File: config.mk
export PLATFORM = sky130hd
export DESIGN_NAME = gpio_irq_agg
export DESIGN_NICKNAME = d
export VERILOG_FILES = /design/src/rtl/gpio_irq_pkg.sv /design/src/rtl/gpio_irq_edge_det.sv /design/src/rtl/gpio_irq_cause.sv /design/src/rtl/gpio_irq_mask_regs.sv /design/src/rtl/gpio_irq_group_or.sv /design/src/rtl/gpio_irq_agg.sv
export SDC_FILE = /design/constraint.sdc
export NUM_CORES = 1
export LEC_CHECK = 0
export BUFFER_PORTS_ARGS = -buffer_cell sky130_fd_sc_hd__buf_2
export CAP_MARGIN = 20
export CORE_MARGIN = 1
export CORE_UTILIZATION = 35
export CTS_CLUSTER_DIAMETER = 120
export DETAILED_ROUTE_END_ITERATION = 10
export GPL_ROUTABILITY_DRIVEN = 0
export PLACE_DENSITY = 0.53
export SLEW_MARGIN = 20
export SYNTH_ARGS = -nofsm -noshare
export SYNTH_HDL_FRONTEND = slang
export SYNTH_HIERARCHICAL = 1
export SYNTH_SLANG_ARGS = --single-unit
File: constraint.sdc
create_clock -name clk -period 1.5 [get_ports clk]
set_input_delay 0.075 -clock clk [delete_from_list [all_inputs] [get_ports clk]]
set_output_delay 0.075 -clock clk [all_outputs]
set_load 0.05 [all_outputs]
File: src/rtl/gpio_irq_pkg.sv
package gpio_irq_pkg;

   typedef enum logic [1:0] {
      SEL_NONE  = 2'd0,
      SEL_CAUSE = 2'd1,
      SEL_EMASK = 2'd2,
      SEL_LMASK = 2'd3
   } reg_sel_e;

   function automatic int unsigned clog2_min1(input int unsigned v);
      int unsigned r;
      r = 0;
      while ((1 << r) < v) r++;
      return (r == 0) ? 1 : r;
   endfunction

endpackage

File: src/rtl/gpio_irq_edge_det.sv
module gpio_irq_edge_det #(
   parameter int unsigned WIDTH = 32
) (
   input  logic             clk,
   input  logic             rst_n,
   input  logic [WIDTH-1:0] sense,
   output logic [WIDTH-1:0] edge_hit
);

   logic [WIDTH-1:0] sense_q;
   logic             armed_q;

   always_ff @(posedge clk or negedge rst_n) begin
      if (!rst_n) begin
         sense_q <= '0;
         armed_q <= 1'b0;
      end else begin
         sense_q <= sense;
         armed_q <= 1'b1;
      end
   end

   for (genvar i = 0; i < WIDTH; i++) begin : g_line
      assign edge_hit[i] = armed_q & sense[i] & ~sense_q[i];
   end

   AST_NO_EDGE_AFTER_RESET: assert property (@(posedge clk) disable iff (!rst_n)
      $rose(armed_q) |-> (sense_q == $past(sense))) else $error("sense history lost");

endmodule

File: src/rtl/gpio_irq_cause.sv
module gpio_irq_cause #(
   parameter int unsigned WIDTH = 32
) (
   input  logic             clk,
   input  logic             rst_n,
   input  logic [WIDTH-1:0] edge_hit,
   input  logic             clr_we,
   input  logic [WIDTH-1:0] keep_bits,
   output logic [WIDTH-1:0] cause
);

   logic [WIDTH-1:0] kept;

   always_comb begin
      kept = cause;
      if (clr_we) kept = cause & keep_bits;
   end

   always_ff @(posedge clk or negedge rst_n) begin
      if (!rst_n) cause <= '0;
      else        cause <= kept | edge_hit;
   end

   AST_EDGE_SETS_CAUSE: assert property (@(posedge clk) disable iff (!rst_n)
      (edge_hit != '0) |=> ((cause & $past(edge_hit)) == $past(edge_hit))) else $error("edge lost");
   AST_NO_SPURIOUS_SET: assert property (@(posedge clk) disable iff (!rst_n)
      1'b1 |=> ((cause & ~$past(cause) & ~$past(edge_hit)) == '0)) else $error("cause set w/o edge");
   AST_ONES_KEEP: assert property (@(posedge clk) disable iff (!rst_n)
      clr_we |=> ((cause & $past(cause & keep_bits)) == $past(cause & keep_bits))) else $error("kept bit cleared");
   AST_IDLE_HOLD: assert property (@(posedge clk) disable iff (!rst_n)
      (!clr_we && edge_hit == '0) |=> $stable(cause)) else $error("cause moved");

endmodule

File: src/rtl/gpio_irq_mask_regs.sv
module gpio_irq_mask_regs #(
   parameter int unsigned WIDTH = 32
) (
   input  logic             clk,
   input  logic             rst_n,
   input  logic             em_we,
   input  logic             lm_we,
   input  logic [WIDTH-1:0] wr_val,
   output logic [WIDTH-1:0] edge_en,
   output logic [WIDTH-1:0] level_en
);

   always_ff @(posedge clk or negedge rst_n) begin
      if (!rst_n)     edge_en <= '0;
      else if (em_we) edge_en <= wr_val;
   end

   always_ff @(posedge clk or negedge rst_n) begin
      if (!rst_n)     level_en <= '0;
      else if (lm_we) level_en <= wr_val;
   end

   AST_EMASK_LOAD: assert property (@(posedge clk) disable iff (!rst_n)
      em_we |=> (edge_en == $past(wr_val))) else $error("edge enable load");
   AST_LMASK_HOLD: assert property (@(posedge clk) disable iff (!rst_n)
      !lm_we |=> $stable(level_en)) else $error("level enable moved");

endmodule

File: src/rtl/gpio_irq_group_or.sv
module gpio_irq_group_or #(
   parameter int unsigned WIDTH      = 32,
   parameter int unsigned GROUP_SIZE = 8,
   localparam int unsigned NGROUPS   = WIDTH / GROUP_SIZE
) (
   input  logic [WIDTH-1:0]   req,
   output logic [NGROUPS-1:0] grp
);

   for (genvar g = 0; g < NGROUPS; g++) begin : g_grp
      if (GROUP_SIZE == 1) begin : g_single
         assign grp[g] = req[g];
      end else begin : g_multi
         assign grp[g] = |req[g*GROUP_SIZE +: GROUP_SIZE];
      end
   end

endmodule

File: src/rtl/gpio_irq_agg.sv
module gpio_irq_agg
   import gpio_irq_pkg::*;
#(
   parameter int unsigned NUM_LINES  = 32,
   parameter int unsigned GROUP_SIZE = 8,
   parameter int unsigned DATA_W     = 32,
   parameter int unsigned ADDR_W     = 8,
   parameter int unsigned CAUSE_OFS  = 'h14,
   parameter int unsigned EMASK_OFS  = 'h18,
   parameter int unsigned LMASK_OFS  = 'h1C,
   parameter int unsigned MASK_SHIFT = 0,
   localparam int unsigned NGROUPS   = NUM_LINES / GROUP_SIZE
) (
   input  logic                 clk,
   input  logic                 rst_n,
   input  logic [NUM_LINES-1:0] line_in,
   input  logic [NUM_LINES-1:0] polarity,
   input  logic                 wr_en,
   input  logic [ADDR_W-1:0]    wr_addr,
   input  logic [DATA_W-1:0]    wr_data,
   input  logic [ADDR_W-1:0]    rd_addr,
   output logic [DATA_W-1:0]    rd_data,
   output logic [NGROUPS-1:0]   grp_irq
);

   localparam logic [ADDR_W-1:0] A_CAUSE = ADDR_W'(CAUSE_OFS);
   localparam logic [ADDR_W-1:0] A_EMASK = ADDR_W'(EMASK_OFS + MASK_SHIFT);
   localparam logic [ADDR_W-1:0] A_LMASK = ADDR_W'(LMASK_OFS + MASK_SHIFT);
   localparam int unsigned GRP_IDX_W = clog2_min1(NGROUPS);

   if (NUM_LINES % GROUP_SIZE != 0) begin : g_bad_group
      $error("NUM_LINES must be a multiple of GROUP_SIZE");
   end
   if (DATA_W < NUM_LINES) begin : g_bad_width
      $error("DATA_W must cover NUM_LINES");
   end
   if (A_CAUSE == A_EMASK || A_CAUSE == A_LMASK || A_EMASK == A_LMASK) begin : g_bad_map
      $error("register addresses collide");
   end
   if ((EMASK_OFS + MASK_SHIFT) >= (1 << ADDR_W) || (LMASK_OFS + MASK_SHIFT) >= (1 << ADDR_W)) begin : g_bad_addr
      $error("register address exceeds ADDR_W");
   end
   if (GRP_IDX_W > 16) begin : g_bad_groups
      $error("too many groups");
   end

   function automatic reg_sel_e decode(input logic [ADDR_W-1:0] a);
      if (a == A_CAUSE)      return SEL_CAUSE;
      else if (a == A_EMASK) return SEL_EMASK;
      else if (a == A_LMASK) return SEL_LMASK;
      else                   return SEL_NONE;
   endfunction

   reg_sel_e wr_sel, rd_sel;
   logic [NUM_LINES-1:0] sense, edge_hit, cause, edge_en, level_en, req;
   logic [NUM_LINES-1:0] wr_val;

   assign wr_sel = wr_en ? decode(wr_addr) : SEL_NONE;
   assign rd_sel = decode(rd_addr);
   assign wr_val = wr_data[NUM_LINES-1:0];
   assign sense  = line_in ^ polarity;

   gpio_irq_edge_det #(.WIDTH(NUM_LINES)) u_edge (
      .clk      (clk),
      .rst_n    (rst_n),
      .sense    (sense),
      .edge_hit (edge_hit)
   );

   gpio_irq_cause #(.WIDTH(NUM_LINES)) u_cause (
      .clk       (clk),
      .rst_n     (rst_n),
      .edge_hit  (edge_hit),
      .clr_we    (wr_sel == SEL_CAUSE),
      .keep_bits (wr_val),
      .cause     (cause)
   );

   gpio_irq_mask_regs #(.WIDTH(NUM_LINES)) u_mask (
      .clk      (clk),
      .rst_n    (rst_n),
      .em_we    (wr_sel == SEL_EMASK),
      .lm_we    (wr_sel == SEL_LMASK),
      .wr_val   (wr_val),
      .edge_en  (edge_en),
      .level_en (level_en)
   );

   assign req = (sense & level_en) | (cause & edge_en);

   gpio_irq_group_or #(.WIDTH(NUM_LINES), .GROUP_SIZE(GROUP_SIZE)) u_grp (
      .req (req),
      .grp (grp_irq)
   );

   always_comb begin
      rd_data = '0;
      case (rd_sel)
         SEL_CAUSE: rd_data[NUM_LINES-1:0] = cause;
         SEL_EMASK: rd_data[NUM_LINES-1:0] = edge_en;
         SEL_LMASK: rd_data[NUM_LINES-1:0] = level_en;
         default:   rd_data = '0;
      endcase
   end

   AST_DISABLED_QUIET: assert property (@(posedge clk) disable iff (!rst_n)
      (edge_en == '0 && level_en == '0) |-> (grp_irq == '0)) else $error("irq while all disabled");
   AST_UNMAPPED_WRITE: assert property (@(posedge clk) disable iff (!rst_n)
      (wr_en && wr_sel == SEL_NONE) |=> ($stable(edge_en) && $stable(level_en))) else $error("stray write");

endmodule

==> metrics.yaml, run 1 <==
synth_mux_area_share_pct: 19.6
wire_per_inst_um: 17.9
cts_buffer_depth: 2
wirelength_um: 18100
hold_path.class: "in2async"
port_buffers: 150
drtPass1Iterations: 4
grt_pass1_vias: 5388
synth_cells: 502
finClkSkew_ps: 8.04
syn_avg_cell_area_um2: 13.3
max-vdd-ir-drop_v: 0.000759
yosys.area_share.simple_pct: 11.5
synth-adder-area-share_pct: 0
min_period_over_period_pct: 117
cts_tree: "yes"
syn-num-nets: 617
setup_ws_ps: -258
synth_ff_type: "dfrtp_1"
place_area_um2: 7780
htreeDepth: 4
end_kind: "primary output"
cap_violations: 0
synth-warning-count: 6
vias: 5024
synth_seq_cells: 129
cts_buffers: 17
path_cells: "a22o_1 -> nor4_2 -> buf_4 -> nand2_4 -> buf_8"
worst-r2r-setup-slack_ps: 250
clk-insertion-delay-late_ps: 420
power.density_nw_per_um2: 997
synth-xor-area-share_pct: 4.21
fmax_mhz: 569
cp_top_family: "flip-flops"
worst-endpoint-arrival_ps: 1680
cp_num_buf_inv: 2
synth-seq-area-share_pct: 48.5
cts.sinks: 129
async_reset_ff_share_pct: 100
io_pins: 151
outcome: "finished, violations left"
drtIter0Drc: 255
timing.rr.start: "u_edge/armed_q$_DFF_PN0_"
finalHoldViolCount: 0
grt_overflow: 0
grt_pass1_wl_um: 28900
violations: "negative setup slack"
initial_core_util_pct: 35.6
via_per_inst: 4.96
final_area_um2: 9850
area_growth_pct: 48.0
dieArea_um2: 19600
crit_path_start_kind: "flop"
path_max_fanout: 2
maxSlewViolCount: 0
grt_usage_pct: 19.3
setup_viol: 31
ant_nets: 0
total_power_uw: 9830
die_width_um: 140
num_antenna_cells: 0
fillers: 1599
grt_start_max_net_pins: 53
required_ps: 1420
dpl.hpwl_um: 11600
synth_compound_area_share_pct: 11.4
die_h_um: 140
synth_top_family_by_area: "multiplexers"
critPathSlowestCell: "dfrtp_1"
tns_ps: -1920
critical_path.max_stage_delay_ps: 380
rsz0062_at_grt: "true"
antenna_found_initial: 0
drive_gt1_share_pct: 55.4
core_area_um2: 18700
reg2reg_depth: 3
reg2reg_to: "u_cause/cause[1]$_DFF_PN0_"
dp_slack_ps: -266
path_class: "reg2out"
period_needed_ps: 1760
power_leakage_uw: 0.00449
rows: 50
layout.nets: 880
syn_area_um2: 6660
synth.distinct_cells: 25
drc: 0
clkTransAtPathRegs_ps: 60
cts-root-buf: "clkbuf_16"
synth-edff-count: 0
## cells by family (layout without fill, tap and decap cells)
family | after synthesis | count (layout)
AO/OA/AOI/OAI | 96 | 96
XOR/XNOR | 32 | 32
buffers and inverters | 30 | 306
flip-flops | 129 | 129
multiplexers | 96 | 96
other | 1 | 1
AND/OR/NAND/NOR | 118 | 118
## per-stage QoR
stage          hold slack (ps)  cells  utilization (%)
2_1_floorplan             -221    502                -
3_3_place_gp             -44.7    885             41.6
3_5_place_dp             -45.7    885             41.6
4_1_cts                   88.2    997             51.4
5_1_grt                    108   1012             52.7
6_report                  87.7   1012             52.7
## placed cells by master (no fill, tap or decap), drive strengths merged, types with 6 or more instances in the layout
master / instances
a21o: 32
a22o: 32
a22oi: 32
and3b: 32
buf: 208
clkbuf: 20
dfrtp: 129
dlygate4sd3: 65
mux2: 96
nand2: 6
nand2b: 32
nor2: 33
nor4: 9
xor2: 32
## state kept, by name, summed over array words and instances (netlist names)
register / cells
u_mask/edge_en: 32
u_edge/armed_q: 1
u_cause/cause: 32
u_edge/sense_q: 32
u_mask/level_en: 32
## cell usage after synthesis (9+ instances only)
master	count	area [µm²]
nand2b_1	32	200
dfrtp_1	129	3230
a21o_1	32	240
and3b_2	31	310
a22o_1	32	280
mux2_4	60	901
xor2_1	32	280
buf_6	12	135
a22oi_1	32	240
nor2_1	33	124
mux2_2	36	405
nor4_1	9	56.3
## cell type report
cell class / count / area [µm²] / share of cell area (%)
Sequential cell: 129 / 3230 / 32.8
Clock buffer: 20 / 447 / 4.53
Clock inverter: 12 / 183 / 1.85
Multi-Input combinational cell: 343 / 3490 / 35.4
Inverter: 1 / 3.75 / 0.0381
Timing Repair Buffer: 273 / 2210 / 22.4
Tap cell: 234 / 293 / 2.97
## power by group
part	switching (µW)	total, µW	internal (µW)	leakage (µW)
sequential	101	3770	3670	0.00155
combinational	762	1650	892	0.00264
clock	1570	4410	2830	0.000297
## repair_timing
action                                 in CTS  in global routing
pin swaps                                  24                 11
setup buffers                              16                 15
hold buffers                               65                  0
endpoints found under the hold margin     243                  0
gates resized for setup                   118                 34
setup endpoints to repair                  36                 36
gates cloned                                0                  0
## worst max-delay path by stage
stage                                         from                              end  slack, ps  cells past startpoint
floorplan                               rd_addr[7]                      rd_data[10]         30                      4
global placement                        wr_addr[5]  u_mask/level_en[31]$_DFFE_PN0P_       -280                      6
detailed placement                      wr_addr[5]    u_mask/edge_en[6]$_DFFE_PN0P_       -270                      7
CTS                    u_cause/cause[18]$_DFF_PN0_                       grp_irq[2]       -290                      5
global route        u_mask/edge_en[13]$_DFFE_PN0P_                       grp_irq[1]       -330                      4
finish                 u_cause/cause[18]$_DFF_PN0_                       grp_irq[2]       -260                      5
## routing by layer
metal | global-route usage, % | part of all wire, % | routed length (µm) | vias up
met4 | 5.67 | 0.97 | 175 | 0
met5 | 0 | 0 | 0 | -
met2 | 31.6 | 48 | 8760 | 126
met3 | 4.21 | 3.7 | 666 | 16
li1 | - | - | - | 2346
met1 | 25.7 | 47 | 8530 | 2536
Power figures use the tool's default switching activity.
==> run 2: changes to the inputs <==
--- a/config.mk
+++ b/config.mk
@@ -7,7 +7,7 @@
 export LEC_CHECK = 0
 export BUFFER_PORTS_ARGS = -buffer_cell sky130_fd_sc_hd__buf_2
 export CAP_MARGIN = 20
-export CORE_MARGIN = 1
+export CORE_MARGIN = 2
 export CORE_UTILIZATION = 35
 export CTS_CLUSTER_DIAMETER = 120
 export DETAILED_ROUTE_END_ITERATION = 10
==> run 2 against run 1 <==
Effect of this change:
- the flow still finishes with violations (negative setup slack)
- sequential power about the same
- critical endpoint unchanged
- flip-flop and latch count unchanged
- clock skew down 2.0 ps
- sequential share of layout area up 0.38 points
- first-iteration DRC count up 6.3%
- total power down 4.4%
- die area up 2.9%
- non-clock buffer count down 6
- register-to-register slack better by 110 ps
- largest cell class unchanged
- global-route usage down 0.45 points
==> metrics.yaml, run 2 (synthesis results as in run 1) <==
outcome: "finished, violations left"  # unchanged
violations: "negative setup slack"  # unchanged
htreeDepth: 4  # unchanged
drtPass1Iterations: 4  # unchanged
end_kind: "primary output"  # unchanged
drive_gt1_share_pct: 53.6  # was 55.4%
initial_core_util_pct: 35.6  # unchanged
cts_tree: "yes"  # unchanged
path_max_fanout: 2  # unchanged
mostFrequentLayoutCell: "dfrtp_1"  # unchanged
rows: 50  # unchanged
wirelength_um: 18100  # about the same
cts-root-buf: "clkbuf_16"  # unchanged
layout_common_cells: "129 x dfrtp_1, 113 x buf_2, 76 x mux2_4"  # was 129 x dfrtp_1, 113 x buf_2, 75 x mux2_4
fmax_mhz: 566  # was 569 MHz
finalHoldViolCount: 0  # unchanged
rsz0062_at_grt: "true"  # unchanged
min_period_over_period_pct: 118  # was 117%
drtIter0Drc: 271  # was 255
crit_path_start_kind: "flop"  # unchanged
tns_ps: -1840  # was -1920 ps
die_width_um: 142  # was 140 µm
core_area_um2: 18700  # unchanged
maxSlewViolCount: 0  # unchanged
area_growth_pct: 46.3  # was 48.0%
finish.utilization_pct: 52.1  # was 52.7%
grt_pass1_vias: 5431  # was 5388
num_antenna_cells: 0  # unchanged
wire_per_inst_um: 18.0  # was 17.9 µm
path_class: "reg2out"  # unchanged
clkTransAtPathRegs_ps: 50  # was 60 ps
reg2reg_depth: 3  # unchanged
grt_start_max_net_pins: 49  # was 53
die_h_um: 142  # was 140 µm
cts_buffers: 17  # unchanged
via_per_inst: 4.98  # was 4.96
dieArea_um2: 20100  # was 19600 µm²
cts_buffer_depth: 2  # unchanged
required_ps: 1420  # about the same
setup_ws_ps: -268  # was -258 ps
layout.nets: 874  # was 880
period_needed_ps: 1770  # was 1760 ps
port_buffers: 150  # unchanged
ant_nets: 0  # unchanged
final_area_um2: 9740  # was 9850 µm²
setup_viol: 31  # unchanged
dpl.hpwl_um: 11400  # was 11600 µm
grt_pass1_wl_um: 29200  # was 28900 µm
dp_slack_ps: -226  # was -266 ps
cap_violations: 0  # unchanged
max-vdd-ir-drop_v: 0.000707  # was 0.000759 V
grt_overflow: 0  # unchanged
clk-insertion-delay-late_ps: 420  # about the same
hold_path.class: "in2async"  # unchanged
cts.sinks: 129  # unchanged
power.density_nw_per_um2: 965  # was 997 nW/µm²
antenna_found_initial: 0  # unchanged
drc: 0  # unchanged
worst-endpoint-arrival_ps: 1690  # was 1680 ps
vias: 5006  # was 5024
io_pins: 151  # unchanged
finClkSkew_ps: 6.06  # was 8.04 ps
power_leakage_uw: 0.00445  # was 0.00449 µW
grt_usage_pct: 18.9  # was 19.3%
place_area_um2: 7760  # was 7780 µm²
==> run 2: cell count changes in the layout (fill, tap and decap cells not counted), moves of 2 or more <==
cell        delta
buf_4          -9
nor2_1         +6
nor2_2         -6
clkbuf_1       +3
clkinv_2       +3
clkinv_4       -3
clkinvlp_4     -3
buf_12         +2
bufinv_16      -2
clkbuf_8       +2
nor4_1         +2
==> run 2: stage by stage <==
| stage | power, µW | hold WS, ps | std cells |
|---|---|---|---|
| floorplan | 4510 | -221 | 502 |
| global placement | 5000 | 5.11 | 879 |
| CTS | 9460 | 147 | 993 |
| detailed placement | 5030 | 13.3 | 879 |
| finish | 9400 | 138 | 1005 |
| global route | 9840 | 155 | 1005 |
==> run 2: worst max-delay path, cell delays in order (launching register included) <==
cell	delay, ps
dfrtp_1	400
a22o_1	240
nor4_2	260
buf_4	170
nand2_4	50
buf_8	160
==> run 2: timing repair <==
item | CTS | global route
buffers inserted | 18 | 12
gates resized for setup | 123 | 21
endpoints found under the hold margin | 247 | 0
setup endpoints to repair | 36 | 36
pin swaps | 16 | 5
hold buffers | 65 | 0
==> run 2: worst paths after layout <==
kind | startpoint | endpoint | slack (ps)
setup / recovery | u_mask/edge_en[18]$_DFFE_PN0P_ | grp_irq[2] | -270
hold / removal | rst_n | u_edge/sense_q[9]$_DFF_PN0_ | 140
setup reg to reg | u_edge/armed_q$_DFF_PN0_ | u_cause/cause[5]$_DFF_PN0_ | 360
hold reg to reg | u_cause/cause[3]$_DFF_PN0_ | u_cause/cause[3]$_DFF_PN0_ | 520
max in group asynchronous | rst_n | u_mask/level_en[30]$_DFFE_PN0P_ | 750
min in group clk | line_in[3] | u_cause/cause[3]$_DFF_PN0_ | 190
==> run 2: layout make-up <==
class                      instances  area [µm²]
inverter                           1        3.75
timing repair buffer             267        2190
clock buffer                      25         485
multi-input combinational        343        3460
fill                            1610        8960
clock inverter                     6        80.1
tap                              234         293
sequential                       129        3230
==> run 2: report_power, final <==
| group | internal [µW] | switching (µW) |
|---|---|---|
| sequential | 3670 | 96.9 |
| clock | 2560 | 1430 |
| combinational | 888 | 757 |
==> run 2: metal layers <==
metal / track usage, % / vias to the layer above / wire length (µm)
li1: - / 2325 / -
met1: 26.1 / 2523 / 8610
met2: 30.0 / 141 / 8520
met3: 4.27 / 17 / 754
met4: 4.95 / 0 / 171
met5: 0 / - / 0
